### src/rtl/pcm_port_pkg.sv
package pcm_port_pkg;
  // Frame sync format, decided on the second bit-clock edge of a slot.
  typedef enum logic {
    FMT_SHORT = 1'b0,
    FMT_LONG  = 1'b1
  } sync_fmt_e;

  // Edge pulses of one oversampled bit clock.
  typedef struct packed {
    logic rise;
    logic fall;
  } clk_edges_t;
endpackage

### src/rtl/pcm_edge_det.sv
module pcm_edge_det
  import pcm_port_pkg::*;
(
  input  logic       clk,
  input  logic       rst_n,
  input  logic       lvl,
  output clk_edges_t edges
);
  logic prev_q;

  always_ff @(posedge clk or negedge rst_n) begin
    if (!rst_n) prev_q <= 1'b0;
    else        prev_q <= lvl;
  end

  always_comb begin
    edges.rise = lvl & ~prev_q;
    edges.fall = ~lvl & prev_q;
  end
endmodule

### src/rtl/pcm_slot_timer.sv
module pcm_slot_timer
  import pcm_port_pkg::*;
#(
  parameter int WORD_W = 8,
  localparam int POS_W = $clog2(WORD_W + 2),
  localparam int IDX_W = $clog2(WORD_W)
) (
  input  logic             clk,
  input  logic             rst_n,
  input  logic             pdn,
  input  logic             rise,
  input  logic             fsync,
  output logic             start,
  output logic             active,
  output logic [IDX_W-1:0] bit_idx,
  output logic             last_bit
);
  logic             fs_last_q;
  logic             active_q;
  sync_fmt_e        fmt_q;
  logic [POS_W-1:0] pos_q;
  logic [POS_W-1:0] pos_nx;
  sync_fmt_e        fmt_nx;
  logic [POS_W-1:0] end_pos;
  logic [POS_W-1:0] sel;

  assign start = rise & fsync & ~fs_last_q & ~pdn;

  always_comb begin
    pos_nx  = pos_q + POS_W'(1);
    fmt_nx  = (pos_nx == POS_W'(1)) ? (fsync ? FMT_LONG : FMT_SHORT) : fmt_q;
    end_pos = (fmt_nx == FMT_LONG) ? POS_W'(WORD_W) : POS_W'(WORD_W + 1);
  end

  always_ff @(posedge clk or negedge rst_n) begin
    if (!rst_n) begin
      fs_last_q <= 1'b0;
      active_q  <= 1'b0;
      fmt_q     <= FMT_LONG;
      pos_q     <= '0;
    end else begin
      if (rise) fs_last_q <= fsync;
      if (pdn) begin
        active_q <= 1'b0;
        fmt_q    <= FMT_LONG;
        pos_q    <= '0;
      end else if (start) begin
        active_q <= 1'b1;
        fmt_q    <= FMT_LONG;
        pos_q    <= '0;
      end else if (rise && active_q) begin
        pos_q <= pos_nx;
        fmt_q <= fmt_nx;
        if (pos_nx == end_pos) active_q <= 1'b0;
      end
    end
  end

  always_comb begin
    if (fmt_q == FMT_LONG || pos_q == '0) sel = pos_q;
    else                                  sel = pos_q - POS_W'(1);
  end

  assign bit_idx  = sel[IDX_W-1:0];
  assign active   = active_q;
  assign last_bit = active_q & (sel == POS_W'(WORD_W - 1));

  AST_PDN_CLOSES_SLOT: assert property (@(posedge clk) disable iff (!rst_n)
    pdn |=> !active_q);
  AST_POS_IN_RANGE: assert property (@(posedge clk) disable iff (!rst_n)
    active_q |-> pos_q <= POS_W'(WORD_W));
  AST_FMT_HELD_BETWEEN_EDGES: assert property (@(posedge clk) disable iff (!rst_n)
    active_q && !rise && !pdn |=> $stable(fmt_q) && $stable(pos_q));
  AST_START_OPENS: assert property (@(posedge clk) disable iff (!rst_n)
    start |=> active_q && pos_q == '0);
endmodule

### src/rtl/pcm_tx_path.sv
module pcm_tx_path #(
  parameter int              WORD_W    = 8,
  parameter logic [WORD_W-1:0] IDLE_CODE = 8'hD5,
  localparam int IDX_W = $clog2(WORD_W)
) (
  input  logic              clk,
  input  logic              rst_n,
  input  logic              pdn,
  input  logic              s_valid,
  output logic              s_ready,
  input  logic [WORD_W-1:0] s_data,
  input  logic              start,
  input  logic              active,
  input  logic [IDX_W-1:0]  bit_idx,
  output logic              pin_d,
  output logic              pin_en
);
  logic [WORD_W-1:0] hold_q;
  logic              hold_full_q;
  logic [WORD_W-1:0] word_q;
  logic [IDX_W-1:0]  pick;

  assign s_ready = ~hold_full_q;

  always_ff @(posedge clk or negedge rst_n) begin
    if (!rst_n) begin
      hold_q      <= '0;
      hold_full_q <= 1'b0;
      word_q      <= IDLE_CODE;
    end else begin
      if (start) begin
        word_q <= hold_full_q ? hold_q : IDLE_CODE;
        if (hold_full_q) hold_full_q <= 1'b0;
      end
      if (s_valid && !hold_full_q) begin
        hold_q      <= s_data;
        hold_full_q <= 1'b1;
      end
    end
  end

  assign pick   = IDX_W'(WORD_W - 1) - bit_idx;
  assign pin_en = active & ~pdn;
  assign pin_d  = pin_en & word_q[pick];

  AST_HOLD_DRAINS: assert property (@(posedge clk) disable iff (!rst_n)
    start && hold_full_q |=> s_ready && word_q == $past(hold_q));
  AST_WORD_FROZEN_IN_SLOT: assert property (@(posedge clk) disable iff (!rst_n)
    active && !start |=> $stable(word_q));
  AST_HOLD_KEPT: assert property (@(posedge clk) disable iff (!rst_n)
    hold_full_q && !start |=> hold_full_q && $stable(hold_q));
endmodule

### src/rtl/pcm_rx_path.sv
module pcm_rx_path #(
  parameter int WORD_W = 8
) (
  input  logic              clk,
  input  logic              rst_n,
  input  logic              pdn,
  input  logic              fall,
  input  logic              active,
  input  logic              last_bit,
  input  logic              din,
  output logic              m_valid,
  output logic [WORD_W-1:0] m_data
);
  logic [WORD_W-2:0] shift_q;
  logic              take;

  assign take = fall & active & ~pdn;

  always_ff @(posedge clk or negedge rst_n) begin
    if (!rst_n) begin
      shift_q <= '0;
      m_valid <= 1'b0;
      m_data  <= '0;
    end else begin
      m_valid <= 1'b0;
      if (take) begin
        shift_q <= {shift_q[WORD_W-3:0], din};
        if (last_bit) begin
          m_valid <= 1'b1;
          m_data  <= {shift_q, din};
        end
      end
    end
  end

  AST_RXV_ONE_CYCLE: assert property (@(posedge clk) disable iff (!rst_n)
    m_valid |=> !m_valid);
  AST_RXV_QUIET_IN_PDN: assert property (@(posedge clk) disable iff (!rst_n)
    pdn |=> !m_valid);
endmodule

### src/rtl/pcm_serial_port.sv
module pcm_serial_port
  import pcm_port_pkg::*;
#(
  parameter int                WORD_W    = 8,
  parameter logic [WORD_W-1:0] IDLE_CODE = 8'hD5,
  localparam int IDX_W = $clog2(WORD_W)
) (
  input  logic              clk,
  input  logic              rst_n,
  input  logic              pdn,
  input  logic              shared_clk,
  input  logic              tx_bclk,
  input  logic              tx_fsync,
  output logic              ser_tx,
  output logic              ser_tx_en,
  output logic              slot_n,
  input  logic              rx_bclk,
  input  logic              rx_fsync,
  input  logic              ser_rx,
  input  logic              tx_valid,
  output logic              tx_ready,
  input  logic [WORD_W-1:0] tx_data,
  output logic              rx_valid,
  output logic [WORD_W-1:0] rx_data
);
  clk_edges_t       tx_e, rx_e;
  logic             rx_bclk_eff;
  logic             tx_start, tx_active, tx_last;
  logic [IDX_W-1:0] tx_idx;
  logic             rx_start, rx_active, rx_last;
  logic [IDX_W-1:0] rx_idx;

  assign rx_bclk_eff = shared_clk ? tx_bclk : rx_bclk;

  pcm_edge_det u_tx_edge (.clk(clk), .rst_n(rst_n), .lvl(tx_bclk),     .edges(tx_e));
  pcm_edge_det u_rx_edge (.clk(clk), .rst_n(rst_n), .lvl(rx_bclk_eff), .edges(rx_e));

  pcm_slot_timer #(.WORD_W(WORD_W)) u_tx_timer (
    .clk(clk), .rst_n(rst_n), .pdn(pdn), .rise(tx_e.rise), .fsync(tx_fsync),
    .start(tx_start), .active(tx_active), .bit_idx(tx_idx), .last_bit(tx_last)
  );

  pcm_slot_timer #(.WORD_W(WORD_W)) u_rx_timer (
    .clk(clk), .rst_n(rst_n), .pdn(pdn), .rise(rx_e.rise), .fsync(rx_fsync),
    .start(rx_start), .active(rx_active), .bit_idx(rx_idx), .last_bit(rx_last)
  );

  pcm_tx_path #(.WORD_W(WORD_W), .IDLE_CODE(IDLE_CODE)) u_tx_path (
    .clk(clk), .rst_n(rst_n), .pdn(pdn),
    .s_valid(tx_valid), .s_ready(tx_ready), .s_data(tx_data),
    .start(tx_start), .active(tx_active), .bit_idx(tx_idx),
    .pin_d(ser_tx), .pin_en(ser_tx_en)
  );

  pcm_rx_path #(.WORD_W(WORD_W)) u_rx_path (
    .clk(clk), .rst_n(rst_n), .pdn(pdn),
    .fall(rx_e.fall), .active(rx_active), .last_bit(rx_last), .din(ser_rx),
    .m_valid(rx_valid), .m_data(rx_data)
  );

  assign slot_n = ~ser_tx_en;

  AST_TX_BIT_ON_RISE: assert property (@(posedge clk) disable iff (!rst_n)
    ser_tx_en && $past(ser_tx_en) && !$past(tx_e.rise) |-> $stable(ser_tx));
  AST_NO_DRIVE_IN_PDN: assert property (@(posedge clk) disable iff (!rst_n)
    $past(pdn) && pdn |-> !ser_tx_en && slot_n);
  AST_RX_START_ALIGNED: assert property (@(posedge clk) disable iff (!rst_n)
    rx_start |=> !rx_valid);
endmodule

### config.mk
export PLATFORM = sky130hd
export DESIGN_NAME = pcm_serial_port
export DESIGN_NICKNAME = d
export VERILOG_FILES = /design/src/rtl/pcm_port_pkg.sv /design/src/rtl/pcm_edge_det.sv /design/src/rtl/pcm_slot_timer.sv /design/src/rtl/pcm_tx_path.sv /design/src/rtl/pcm_rx_path.sv /design/src/rtl/pcm_serial_port.sv
export SDC_FILE = /design/constraint.sdc
export NUM_CORES = 1
export LEC_CHECK = 0
export BUFFER_PORTS_ARGS = -buffer_cell sky130_fd_sc_hd__buf_4
export CORE_MARGIN = 4
export CORE_UTILIZATION = 25
export CTS_CLUSTER_DIAMETER = 60
export DETAILED_ROUTE_END_ITERATION = 10
export GPL_TIMING_DRIVEN = 0
export PLACE_DENSITY_LB_ADDON = 0.05
export SYNTH_ARGS = -nofsm -noshare
export SYNTH_HDL_FRONTEND = slang
export SYNTH_SLANG_ARGS = --single-unit
### constraint.sdc
create_clock -name clk -period 4.1 [get_ports clk]
set_clock_uncertainty 0.2 [all_clocks]
set_input_delay 0.615 -clock clk [delete_from_list [all_inputs] [get_ports clk]]
set_output_delay 0.615 -clock clk [all_outputs]
set_load 0.02 [all_outputs]
# After elaboration in Yosys (flattened, before gate mapping)
# Index checks and enable logic that the tools add are counted.
# word_totals
regBits	49
in_bits	18
output_inout_bits	13
# op_classes
n_addsub	5
order_cmp	1
n_eq_ne	5
n_mux	36
n_bitwise	22
n_reduce_logical	16
# op_table
operator	count
4-bit 2-to-1 mux	7
1-bit 2-to-1 mux	26
1-bit AND	14
3-bit nonzero test	4
4-bit by 1-bit adder with 4-bit output (second input constant)	2
4-bit by 1-bit == test with 1-bit output (second input constant)	2
4-bit == test	2
4-bit zero test	2
8-bit 2-to-1 mux	1
1-bit NOT	8
2-bit AND reduction	3
4-bit by 3-bit == test with 1-bit output (second input constant)	1
3-bit by 4-bit < comparator with 1-bit output (second input constant)	1
4-bit by 1-bit subtractor with 4-bit output (second input constant)	1
1-bit binary-select mux with 3-bit select	1
1-bit logical AND	3
3-bit 2-to-1 mux	1
3-bit by 1-bit subtractor with 3-bit output (second input constant)	1
3-bit subtractor (first input constant)	1
1-bit logical OR	2
2-bit nonzero test	1
1-bit zero test	1

# Logic depth before layout (Yosys ltp)
# depth
ltp_word	9
mapped_depth	8
ltp_nobuf	7

# By module
# A second synthesis with hierarchy kept.
# unflattened
hier_cells	210
area_unflattened_um2	2432.3
# modules_own_cells
module	n_inst	cells_each	area_per_inst_um2	seq_area_each_um2
pcm_slot_timer	2	54	495.5	176.4
pcm_tx_path	1	60	734.5	431.7
pcm_rx_path	1	34	608.1	400.4
pcm_edge_det	2	3	40.0	25.0
pcm_serial_port	1	2	18.8	0.0

# Least setup slack after synthesis
# OpenSTA, ideal clock, no wires.
# synth_path
path_kind	flip-flop to output port
start	register u_tx_timer.pos_q[0]
end	output ser_tx
arrival_time_ns	2.174
required_ns	3.285
path_slack_ns	1.111
path_stages_with_launch	9
path_buffers	1
cell_sequence	dfrtp_1 -> clkbuf_1 -> inv_1 -> ha_1 -> or3b_4 -> a221oi_4 -> mux2i_1 -> mux2_2 -> o21ai_2
# synth_between
elab_chain_len	7
# synth_rtl
item	line	source
start: declaration	pcm_slot_timer.sv:21	logic [POS_W-1:0] pos_q;
start signal: assignment	pcm_slot_timer.sv:52	pos_q <= pos_nx;
branches (longest 2 deep; another with 3-bit by 1-bit subtractor with 3-bit output)	-	
3-bit 2-to-1 mux (*)	pcm_slot_timer.sv:60	if (fmt_q == FMT_LONG || pos_q == '0) sel = pos_q;
3-bit subtractor (*)	pcm_tx_path.sv:42	assign pick = IDX_W'(WORD_W - 1) - bit_idx;
1-bit binary-select mux with 3-bit select (*)	pcm_tx_path.sv:44	assign pin_d = pin_en & word_q[pick];
1-bit 2-to-1 mux (implied by the code) (*)	pcm_tx_path.sv:44	
1-bit AND (*)	pcm_tx_path.sv:44	
end: declaration	pcm_serial_port.sv:14	output logic ser_tx,
# Every way passes the cells marked *. The select of a mux whose other input is x is not followed.

# Worst setup path in the final report
# Same ends and word-level chain as after synthesis.

==> out/metrics.cfg <==
[floorplanning]
floorplan.io_pins=31
floorplan.initialDensity_pct=25.51
die-area_sq_um=11590
std_cell_rows=36
die_x_um=107.6
fp.coreArea_sq_um=9729
die_h_um=107.6

[clock_tree]
cts.repair.resized=0
cts.htree.levels=2
number_of_buffers_inserted_by_hold_repair_at_cts=0
clock-sinks=49
post_cts_buffers=0
ctsLongestPathBuffers=2
ctsRootBufferMaster=sky130_fd_sc_hd__clkbuf_8
clkTransAtPathRegs_ps=100
cts_tree=done
cts_made_buffers=5
clk-insertion-delay-late_ps=300

[timing]
layout_min_cycle_time_ps=3576
final-hold-violation-count=0
rel_slew_slack_pct=57.06
worst_slew_pin_slew_ps=644.1
max_transition_viols_final=0
max_freq_mhz=279.6
timing.final.crit_share_pct=87.22
final_setup_tns_ps=0
grt_setup_unrepaired=false
report.final.setup_viol=0

[grt]
grt_pass1_wl_um=9528
gr-usage-all-layers_pct=10.39
initial_antenna_violation_count=0
grt_pass1_vias=1891
grt_max_degree=50
gr-total-overflow=0

[synthesis]
synth_fp_nets=254
synth-seq-cells=49
synthCells=232
yosys_warnings=0
async_sr_flop_fraction_pct=100.0
yosys.cell_types.count=50
ys_dominant_reg_cell=sky130_fd_sc_hd__dfrtp_1
proportion_of_synthesized_chip_area_in_sequential_cells_pct=49.75
netlist_area_pre_place_sq_um=2482
syn_avg_cell_area_sq_um=10.70
number_of_enable_flip_flop_cells_after_synthesis=0

[power]
internal_power_uw=888.4
p_seq_share_pct=52.6
netSwitchingPower_uw=338.7
design_power_total_uw=1227
power.clock.fraction_pct=29.4
power.density_cell_area_nw_per_um2=410.9
max-vdd-ir-drop_mv=0.1804
combinationalPowerShare_pct=18.0
power.leakage_uw=0.001340
switching_share_pct=27.60

[finish]
share_of_layout_cells_above_drive_strength_1_pct=31.11
seq_area_sq_um=1235
fill_cells=1058
end_of_flow_core_utilization_pct=30.70
num-nets-final=291
antenna_cells=0
area.growth.synth_to_final_pct=20.31
multi_input_gate_area_in_the_final_layout_sq_um=1167

[worst_setup_path]
crit_path_start_kind=flop
delay_of_the_slowest_critical_path_stage_ps=430
cp_cell_sequence=clkbuf_1 > inv_1 > ha_1 > or3b_4 > a221oi_4 > mux2i_1 > mux2_2 > o21ai_2 > buf_4
worstPathBufferInverterCount=3
worst-endpoint-required_ps=3280
critPathSlowestCell=sky130_fd_sc_hd__dfrtp_1
critical_path_peak_fanout=10
worst_path_dominant_cell_family=buffers and inverters
setup_crit_path_kind=flop to output port
ff2ff_path_depth=6
crit_arrival_ps=2760
number_of_gates_on_the_worst_path_with_buffers_counted=9
worstSetupEndpointType=output port

[place]
gp_congestion=0.7180
dp.final_hpwl_um=3851
io_buffer_count=30

[drt]
first_pass_iteration_count_of_the_detailed_router=4
detail-route-antenna-nets=0
wl_per_cell_um=13.54
drt-vias-per-instance=4.454
detail_route.wirelength_um=5457
first_iteration_detailed_routing_drc_count=30
drcViolationCount=0
route.vias.total=1795

[run]
drv.max_cap_violation_count=0

[status]
outcome=completed

[hold_path]
hold_class=input port to async pin

==> worst register-to-register path: cells and delay by family (launching register included) <==
family	cells	cell delay, ps
AO/OA/AOI/OAI	1	80
multiplexers	1	390
AND/OR/NAND/NOR	2	590
flip-flops	1	510
adder cells (fa/ha/maj)	1	350
buffers and inverters	1	140
==> sequential cells by signal, indices dropped and copies added, names as in the netlist <==
name                   flops
u_rx_timer.pos_q           4
u_tx_timer.active          1
u_tx_edge.prev_q           1
u_rx_path.m_valid          1
u_rx_timer.active          1
u_tx_timer.fmt_q           1
u_tx_path.hold_full_q      1
u_tx_path.hold_q           8
u_tx_timer.fs_last_q       1
u_tx_path.word_q           8
u_rx_timer.fs_last_q       1
u_rx_path.shift_q          7
u_rx_path.m_data           8
u_rx_edge.prev_q           1
u_tx_timer.pos_q           4
u_rx_timer.fmt_q           1
==> layer usage <==
| layer | track usage, % | wire (um) | up-vias |
|---|---|---|---|
| li1 | - | - | 901 |
| met1 | 13.91 | 2685 | 873 |
| met2 | 16.87 | 2575 | 19 |
| met3 | 2.220 | 158 | 2 |
| met4 | 2.976 | 38 | 0 |
| met5 | 0 | 0 | - |
==> stage by stage <==
| stage | cells | setup WS (ps) | hold WS [ps] | instance area [sq um] |
|---|---|---|---|---|
| after CTS | 403 | 488.7 | 147.2 | 2987 |
| after global placement | 395 | 816.1 | 255.0 | 2874 |
| after global routing | 403 | 346.2 | 170.3 | 2987 |
| after detailed placement | 395 | 838.2 | 265.2 | 2874 |
| after floorplan | 232 | 1111 | 119.4 | 2482 |
| final | 403 | 524.1 | 112.9 | 2987 |
==> path summary, 6_finish.rpt <==
kind	startpoint	to	slack, ps
min in group clk	tx_bclk	u_tx_edge.prev_q$_DFF_PN0_	270
max in group asynchronous	rst_n	u_tx_path.word_q[3]$_DFFE_PN0P_	3140
hold / removal	rst_n	u_rx_timer.pos_q[2]$_DFFE_PN0P_	110
hold reg to reg	u_tx_path.word_q[5]$_DFFE_PN0P_	u_tx_path.word_q[5]$_DFFE_PN0P_	280
setup reg to reg	u_rx_timer.pos_q[0]$_DFFE_PN0P_	u_rx_path.m_data[7]$_DFFE_PN0P_	1740
setup / recovery	u_tx_timer.pos_q[0]$_DFFE_PN0P_	ser_tx	520
==> power by group through the flow <==
stage                     sequential [uW]  combinational [uW]  clock [uW]
after floorplan                       639                 164           0
after global placement                657                 225           0
after detailed placement              659                 226           0
after CTS                             648                 228         387
after global routing                  665                 257         405
final                                 646                 221         361
==> final cells by class <==
cell class / instances / area share (%)
Sequential cell: 49 / 41.35
Buffer: 9 / 1.550
Inverter: 9 / 1.131
Multi-Input combinational cell: 165 / 39.09
Tap cell: 133 / 5.572
Clock inverter: 3 / 1.466
Clock buffer: 5 / 2.304
Timing Repair Buffer: 30 / 7.541
==> cells in the mapped netlist (2+ instances only) <==
cell type / instances / area [sq um]
sky130_fd_sc_hd__ha_1: 4 / 50.05
sky130_fd_sc_hd__inv_1: 9 / 33.78
sky130_fd_sc_hd__nand2_1: 24 / 90.09
sky130_fd_sc_hd__dfstp_2: 7 / 183.9
sky130_fd_sc_hd__and3_1: 3 / 18.77
sky130_fd_sc_hd__nor3_1: 6 / 30.03
sky130_fd_sc_hd__o21ai_0: 17 / 85.08
sky130_fd_sc_hd__nor2_1: 15 / 56.30
sky130_fd_sc_hd__nand3_1: 8 / 40.04
sky130_fd_sc_hd__xor2_1: 2 / 17.52
sky130_fd_sc_hd__a211oi_1: 2 / 15.01
sky130_fd_sc_hd__clkbuf_1: 6 / 22.52
sky130_fd_sc_hd__a21oi_1: 8 / 40.04
sky130_fd_sc_hd__mux2i_1: 6 / 60.06
sky130_fd_sc_hd__a22o_1: 2 / 17.52
sky130_fd_sc_hd__nor2b_1: 4 / 25.02
sky130_fd_sc_hd__o211ai_1: 3 / 22.52
sky130_fd_sc_hd__mux2_2: 26 / 292.8
sky130_fd_sc_hd__and2_1: 2 / 12.51
sky130_fd_sc_hd__nand2b_1: 6 / 37.54
sky130_fd_sc_hd__o32a_1: 2 / 20.02
sky130_fd_sc_hd__dfrtp_1: 42 / 1051
==> kinds of logic (layout without fill, tap and decap cells) <==
kind of cell	Yosys count	count (layout)	share of synthesized area, %
compound gates	47	47	13.21
xor+xnor	2	2	0.7058
fa+ha+maj	4	4	2.016
buf+inv	18	56	3.226
flops	49	49	49.75
mux	33	33	14.77
simple gates	79	79	16.33
==> layout by cell type (no fill, tap or decap), drive strengths merged, types with 2 or more instances in the layout <==
cell,synthesis,layout
clkbuf,6,11
buf,3,33
and2,3,3
nor2b,4,4
mux2,26,26
nor3,6,6
xor2,2,2
a22o,2,2
dfrtp,42,42
a211oi,2,2
inv,9,10
mux2i,7,7
o211ai,3,3
nand2,24,24
nand3,8,8
and3,3,3
dfstp,7,7
o21ai,19,19
nand2b,6,6
ha,4,4
o32a,2,2
nor2,16,16
a21oi,8,8
(Power assumes the default switching activity.)
